===== src/rtl/dmpu_pkg.sv =====
package dmpu_pkg;
   typedef enum logic [1:0] {
      OP_SET     = 2'b00,
      OP_GRANT   = 2'b01,
      OP_REVOKE  = 2'b10,
      OP_AMPLIFY = 2'b11
   } dmpu_op_e;

   function automatic logic is_onehot(input logic [63:0] v);
      return (v != 64'd0) && ((v & (v - 64'd1)) == 64'd0);
   endfunction
endpackage


===== src/rtl/dmpu_perm_bank.sv =====
module dmpu_perm_bank #(
   parameter int                NBLK     = 8,
   parameter int                DOM_N    = 8,
   parameter logic [DOM_N-1:0]  RST_PERM = 1,
   localparam int               BW       = $clog2(NBLK)
) (
   input  logic                    clk,
   input  logic                    rst_n,
   input  logic                    wr_en,
   input  logic                    wr_set,
   input  logic [BW-1:0]           wr_blk,
   input  logic [DOM_N-1:0]        wr_dom,
   input  logic [BW-1:0]           rd_blk_a,
   output logic [DOM_N-1:0]        rd_perm_a,
   input  logic [BW-1:0]           rd_blk_b,
   output logic [DOM_N-1:0]        rd_perm_b,
   output logic [NBLK*DOM_N-1:0]   perm_flat
);
   logic [DOM_N-1:0] regs [NBLK];

   for (genvar b = 0; b < NBLK; b++) begin : g_blk
      always_ff @(posedge clk or negedge rst_n) begin
         if (!rst_n)
            regs[b] <= RST_PERM;
         else if (wr_en && (wr_blk == BW'(b)))
            regs[b] <= wr_set ? (regs[b] | wr_dom) : (regs[b] & ~wr_dom);
      end
      assign perm_flat[b*DOM_N +: DOM_N] = regs[b];
   end

   assign rd_perm_a = regs[rd_blk_a];
   assign rd_perm_b = regs[rd_blk_b];

   // a single command touches at most one matrix bit
   assert_one_bit_per_cmd_R5: assert property (@(posedge clk) disable iff (!rst_n)
      $countones(perm_flat ^ $past(perm_flat)) <= 1);
endmodule


===== src/rtl/dmpu_access_gate.sv =====
module dmpu_access_gate #(
   parameter  int ADDR_W = 16,
   parameter  int BLK_W  = 3,
   parameter  int DOM_N  = 8
) (
   input  logic               clk,
   input  logic               rst_n,
   input  logic               req_valid,
   input  logic               req_write,
   input  logic [ADDR_W-1:0]  req_addr,
   input  logic [DOM_N-1:0]   active,
   input  logic [DOM_N-1:0]   blk_perm,
   output logic [BLK_W-1:0]   req_blk,
   output logic               mem_valid,
   output logic               mem_write,
   output logic [ADDR_W-1:0]  mem_addr,
   output logic               prot_fault
);
   logic allowed;

   assign req_blk    = req_addr[ADDR_W-1 -: BLK_W];
   assign allowed    = |(active & blk_perm);
   assign mem_valid  = req_valid & allowed;
   assign prot_fault = req_valid & ~allowed;
   assign mem_write  = req_write & mem_valid;
   assign mem_addr   = req_addr;

   assert_fwd_xor_fault_R3: assert property (@(posedge clk) disable iff (!rst_n)
      req_valid |-> (mem_valid != prot_fault));
   assert_idle_quiet_R3: assert property (@(posedge clk) disable iff (!rst_n)
      !req_valid |-> (!mem_valid && !prot_fault));
   assert_addr_pass_R2: assert property (@(posedge clk) disable iff (!rst_n)
      mem_valid |-> (mem_addr == req_addr && mem_write == req_write));
endmodule


===== src/rtl/dmpu_cmd_unit.sv =====
module dmpu_cmd_unit
   import dmpu_pkg::*;
#(
   parameter int                DOM_N      = 8,
   parameter logic [DOM_N-1:0]  RST_ACTIVE = 1
) (
   input  logic               clk,
   input  logic               rst_n,
   input  logic               cmd_valid,
   input  logic [1:0]         cmd_op,
   input  logic [DOM_N-1:0]   cmd_domain,
   input  logic [DOM_N-1:0]   blk_perm,
   output logic               cmd_ready,
   output logic [DOM_N-1:0]   active,
   output logic               wr_en,
   output logic               wr_set,
   output logic [DOM_N-1:0]   wr_dom,
   output logic               rsp_done,
   output logic               rsp_error
);
   dmpu_op_e op;
   logic     accept, one_hot, held, ok;

   assign op        = dmpu_op_e'(cmd_op);
   assign cmd_ready = rst_n;
   assign accept    = cmd_valid & cmd_ready;
   assign one_hot   = is_onehot(64'(cmd_domain));
   assign held      = |(active & blk_perm);

   always_comb begin
      unique case (op)
         OP_SET:               ok = 1'b1;
         OP_GRANT, OP_REVOKE:  ok = one_hot & held;
         OP_AMPLIFY:           ok = one_hot;
         default:              ok = 1'b0;
      endcase
   end

   assign wr_en  = accept & ok & ((op == OP_GRANT) | (op == OP_REVOKE));
   assign wr_set = (op == OP_GRANT);
   assign wr_dom = cmd_domain;

   always_ff @(posedge clk or negedge rst_n) begin
      if (!rst_n) begin
         active    <= RST_ACTIVE;
         rsp_done  <= 1'b0;
         rsp_error <= 1'b0;
      end else begin
         rsp_done  <= accept;
         rsp_error <= accept & ~ok;
         if (accept && ok) begin
            if (op == OP_SET)
               active <= cmd_domain;
            else if (op == OP_AMPLIFY)
               active <= active | cmd_domain;
         end
      end
   end

   assert_done_follows_R9: assert property (@(posedge clk) disable iff (!rst_n)
      cmd_valid |=> rsp_done);
   assert_no_spurious_done_R9: assert property (@(posedge clk) disable iff (!rst_n)
      !cmd_valid |=> !rsp_done);
   assert_err_with_done_R9: assert property (@(posedge clk) disable iff (!rst_n)
      rsp_error |-> rsp_done);
   assert_amplify_grows_R8: assert property (@(posedge clk) disable iff (!rst_n)
      (rsp_done && !rsp_error && $past(cmd_op) == 2'b11)
         |-> ((active & $past(active)) == $past(active)
              && $countones(active ^ $past(active)) <= 1));
endmodule


===== src/rtl/dmpu_top.sv =====
module dmpu_top #(
   parameter int                ADDR_W     = 16,
   parameter int                BLK_W      = 3,
   parameter int                DOM_N      = 8,
   parameter logic [DOM_N-1:0]  RST_ACTIVE = 1,
   parameter logic [DOM_N-1:0]  RST_PERM   = 1
) (
   input  logic               clk,
   input  logic               rst_n,
   input  logic               req_valid,
   input  logic               req_write,
   input  logic [ADDR_W-1:0]  req_addr,
   output logic               mem_valid,
   output logic               mem_write,
   output logic [ADDR_W-1:0]  mem_addr,
   output logic               prot_fault,
   input  logic               cmd_valid,
   output logic               cmd_ready,
   input  logic [1:0]         cmd_op,
   input  logic [BLK_W-1:0]   cmd_block,
   input  logic [DOM_N-1:0]   cmd_domain,
   output logic               rsp_done,
   output logic               rsp_error
);
   localparam int NBLK = 1 << BLK_W;

   if (BLK_W < 1 || BLK_W >= ADDR_W) begin : g_bad_blk
      $error("dmpu_top: BLK_W must lie in 1..ADDR_W-1");
   end
   if (DOM_N < 1 || DOM_N > 64) begin : g_bad_dom
      $error("dmpu_top: DOM_N must lie in 1..64");
   end

   logic [DOM_N-1:0]       active, acc_perm, cmd_perm, wr_dom;
   logic [BLK_W-1:0]       acc_blk;
   logic                   wr_en, wr_set;
   logic [NBLK*DOM_N-1:0]  perm_flat;

   dmpu_perm_bank #(.NBLK(NBLK), .DOM_N(DOM_N), .RST_PERM(RST_PERM)) u_bank (
      .clk(clk), .rst_n(rst_n),
      .wr_en(wr_en), .wr_set(wr_set), .wr_blk(cmd_block), .wr_dom(wr_dom),
      .rd_blk_a(acc_blk), .rd_perm_a(acc_perm),
      .rd_blk_b(cmd_block), .rd_perm_b(cmd_perm),
      .perm_flat(perm_flat)
   );

   dmpu_access_gate #(.ADDR_W(ADDR_W), .BLK_W(BLK_W), .DOM_N(DOM_N)) u_gate (
      .clk(clk), .rst_n(rst_n),
      .req_valid(req_valid), .req_write(req_write), .req_addr(req_addr),
      .active(active), .blk_perm(acc_perm), .req_blk(acc_blk),
      .mem_valid(mem_valid), .mem_write(mem_write), .mem_addr(mem_addr),
      .prot_fault(prot_fault)
   );

   dmpu_cmd_unit #(.DOM_N(DOM_N), .RST_ACTIVE(RST_ACTIVE)) u_cmd (
      .clk(clk), .rst_n(rst_n),
      .cmd_valid(cmd_valid), .cmd_op(cmd_op), .cmd_domain(cmd_domain),
      .blk_perm(cmd_perm), .cmd_ready(cmd_ready), .active(active),
      .wr_en(wr_en), .wr_set(wr_set), .wr_dom(wr_dom),
      .rsp_done(rsp_done), .rsp_error(rsp_error)
   );

   // a rejected command leaves the protection state as it was
   assert_fail_no_change_R7: assert property (@(posedge clk) disable iff (!rst_n)
      rsp_error |-> ($stable(perm_flat) && $stable(active)));
endmodule


===== config.mk =====
export PLATFORM = sky130hd
export DESIGN_NAME = dmpu_top
export DESIGN_NICKNAME = d
export VERILOG_FILES = /design/src/rtl/dmpu_pkg.sv /design/src/rtl/dmpu_perm_bank.sv /design/src/rtl/dmpu_access_gate.sv /design/src/rtl/dmpu_cmd_unit.sv /design/src/rtl/dmpu_top.sv
export SDC_FILE = /design/constraint.sdc
export NUM_CORES = 1
export LEC_CHECK = 0
export BUFFER_PORTS_ARGS = -buffer_cell sky130_fd_sc_hd__buf_2
export CELL_PAD_IN_SITES_DETAIL_PLACEMENT = 1
export CELL_PAD_IN_SITES_GLOBAL_PLACEMENT = 1
export CORE_UTILIZATION = 52
export CTS_CLUSTER_DIAMETER = 80
export DETAILED_ROUTE_END_ITERATION = 6
export PLACE_DENSITY = 0.95
export SYNTH_ARGS = -nofsm -noshare
export SYNTH_HDL_FRONTEND = slang
export SYNTH_SLANG_ARGS = --single-unit

===== constraint.sdc =====
create_clock -name clk -period 5.3 [get_ports clk]
set_input_delay 1.06 -clock clk [delete_from_list [all_inputs] [get_ports clk]]
set_output_delay 1.06 -clock clk [all_outputs]
set_load 0.03 [all_outputs]

==> out/metrics.csv <==
metric;value;unit
status;finished clean;
drive_gt1_frac;0.408;
synth.distinct_cells;54;
max_cap_viol_count;0;
grt_remaining_overflow;0;
rsz0062_at_grt;false;
htree_levels;3;
synthToLayoutAreaGrowth;3.40;%
post-cts-setup-buffers;0;
slowest_stage;mux4_2;
grt_use_total;0.316;
hpwl;9660;um
vias;3787;
synth_top_area_cell;dfrtp_1;
fin_tns_setup;0;ns
cts.sinks;74;
synthArstFlopShare;1.00;
fillers;1018;
drc_errors;0;
drtAntennaViolNets;0;
grt_pass1_vias;4090;
synth_area_leaders;dfrtp_1 31%, mux2_1 8.2%, mux4_2 8.2%;
crit_arrival;3.28;ns
die_area;10400;sq um
holdPathStages;1;
post_cts_resized;0;
wl;15100;um
end_kind;output pin;
first_pass_iters;4;
worstMarginPinSlew;1.20;ns
drt-vias-per-instance;6.86;
routedWlPerCell;27.4;um
crit_top_cell;buf_2;
initial_core_util;0.534;
synth_seq_cells;74;
nNetsFinal;451;
fp.dieW;102;um
yosys_warnings;0;
period_share;0.818;
drt_iter0_drc;205;
p_leak;0.00223;uW
setup_viol;0;
postPlaceCellArea;5150;sq um
cts_buffer_depth;2;
io_buffers;29;
synth_commonest_cells;65 x dfrtp_1, 38 x mux2_1, 31 x a21oi_2;
root_buffer;clkbuf_8;
syn_nets;464;
numCtsBuffers;9;
grt_max_degree;65;
die_h;102;um
clkLatencyLatePin;0.36;ns
diodes;0;
crit_path_max_fanout;17;
max_freq;231;MHz
grt_pass1_wl;24000;um
antenna_found_initial;0;
crit_chain;buf_2 -> mux4_2 -> mux2_2 -> a22oi_1 -> nand4_1 -> and3_1 -> buf_2;
io_pins;56;
crit_type;primary input to output pin;
cts_tree;built;
slowest_delay;0.59;ns
peakVddDrop;0.000135;V
start_kind;primary input;
slew_violations;0;
synth-main-ff-cell;dfrtp_1;
fin_worst_skew;0.0108;ns
fin_crit;4.34;ns
path_clk_slew;0.09;ns
rows;36;
synth.most_common_cell;dfrtp_1;
critical_path_required;4.24;ns
netlist_area;5190;sq um
synthCells;427;
gp_congestion;0.940;
final_cell_area;5370;sq um
r2r_setup_slack;2.30;ns
relSlewSlack;0.202;
hold_viol;0;
core-area;9730;sq um
holdBufCountCts;0;
synth_top_area_share;0.313;
reg2reg_depth;8;
powerDensity;250;nW/um^2
synth_seq_area_share;0.359;
hp-class;flop to flop;
syn_area_per_cell;12.2;sq um
synth_edf_count;0;
cell families (layout without fill, tap and decap cells):
group | after synthesis | in the layout | synth area share
buf+inv | 69 | 61 | 0.0886
compound gates | 103 | 103 | 0.166
fa+ha+maj | 4 | 4 | 0.00915
xor+xnor | 1 | 1 | 0.00169
flops | 74 | 74 | 0.359
simple gates | 62 | 62 | 0.0609
mux | 114 | 114 | 0.315
per-layer routing:
metal  vias up  share of wire  global-route usage
met5         -              0                   0
met4         0          0.047               0.180
met3        53          0.058              0.0568
met2       187           0.50               0.518
met1      1979           0.40               0.395
li1       1568              -                   -
metrics by stage:
stage	total power [uW]	instances	util	setup slack, ns	hold slack (ns)
after floorplan	793	427	-	0.972	0.467
after global placement	824	536	0.530	1.09	0.485
after global routing	1390	552	0.552	0.857	0.542
after detailed placement	841	536	0.530	1.00	0.508
final	1340	552	0.552	0.964	0.528
after CTS	1350	552	0.552	0.962	0.523
layout make-up:
type / count / area [sq um] / share of cell area
multi-input cells: 284 / 2870 / 0.535
flip-flops and latches: 74 / 1860 / 0.347
repair buffers: 37 / 220 / 0.0410
well taps: 133 / 166 / 0.0310
clock buffers: 10 / 128 / 0.0238
clock inverters: 6 / 90.1 / 0.0168
inverters: 8 / 30.0 / 0.00559
worst max path at each step:
stage                            start         end  slack (ns)  cells after the start
after global routing      req_addr[13]   mem_write        0.86                      7
after floorplan           req_addr[13]  prot_fault        0.97                      7
after global placement    req_addr[13]   mem_write        1.09                      7
after CTS                 req_addr[13]   mem_write        0.96                      7
final                     req_addr[13]   mem_write        0.96                      7
after detailed placement  req_addr[13]   mem_write        1.00                      7
worst max-delay path, delay by kind of cell:
kind	cells	cell delay (ns)
simple gates	2	0.44
buf+inv	2	0.65
compound gates	1	0.24
mux	2	0.88
power by group:
part | leakage [uW] | switching, uW | internal, uW
logic | 0.00114 | 124 | 75.3
registers | 0.000985 | 40.6 | 599
clock network | 0.000107 | 238 | 267
total | 0.00223 | 402 | 941
layout by cell type, fill, tap and decap left out, types with 12 or more instances in the layout:
| cell | synthesis | routed |
|---|---|---|
| dfrtp_1 | 65 | 65 |
| mux2_1 | 38 | 38 |
| a21oi_2 | 31 | 31 |
| nand3_1 | 28 | 28 |
| buf_2 | 6 | 28 |
| mux2_4 | 25 | 25 |
| a21oi_1 | 21 | 21 |
| mux4_2 | 19 | 19 |
| mux2_2 | 16 | 16 |
| nand2_1 | 15 | 15 |
| mux2i_1 | 12 | 12 |
Power figures use the tool's default switching activity.
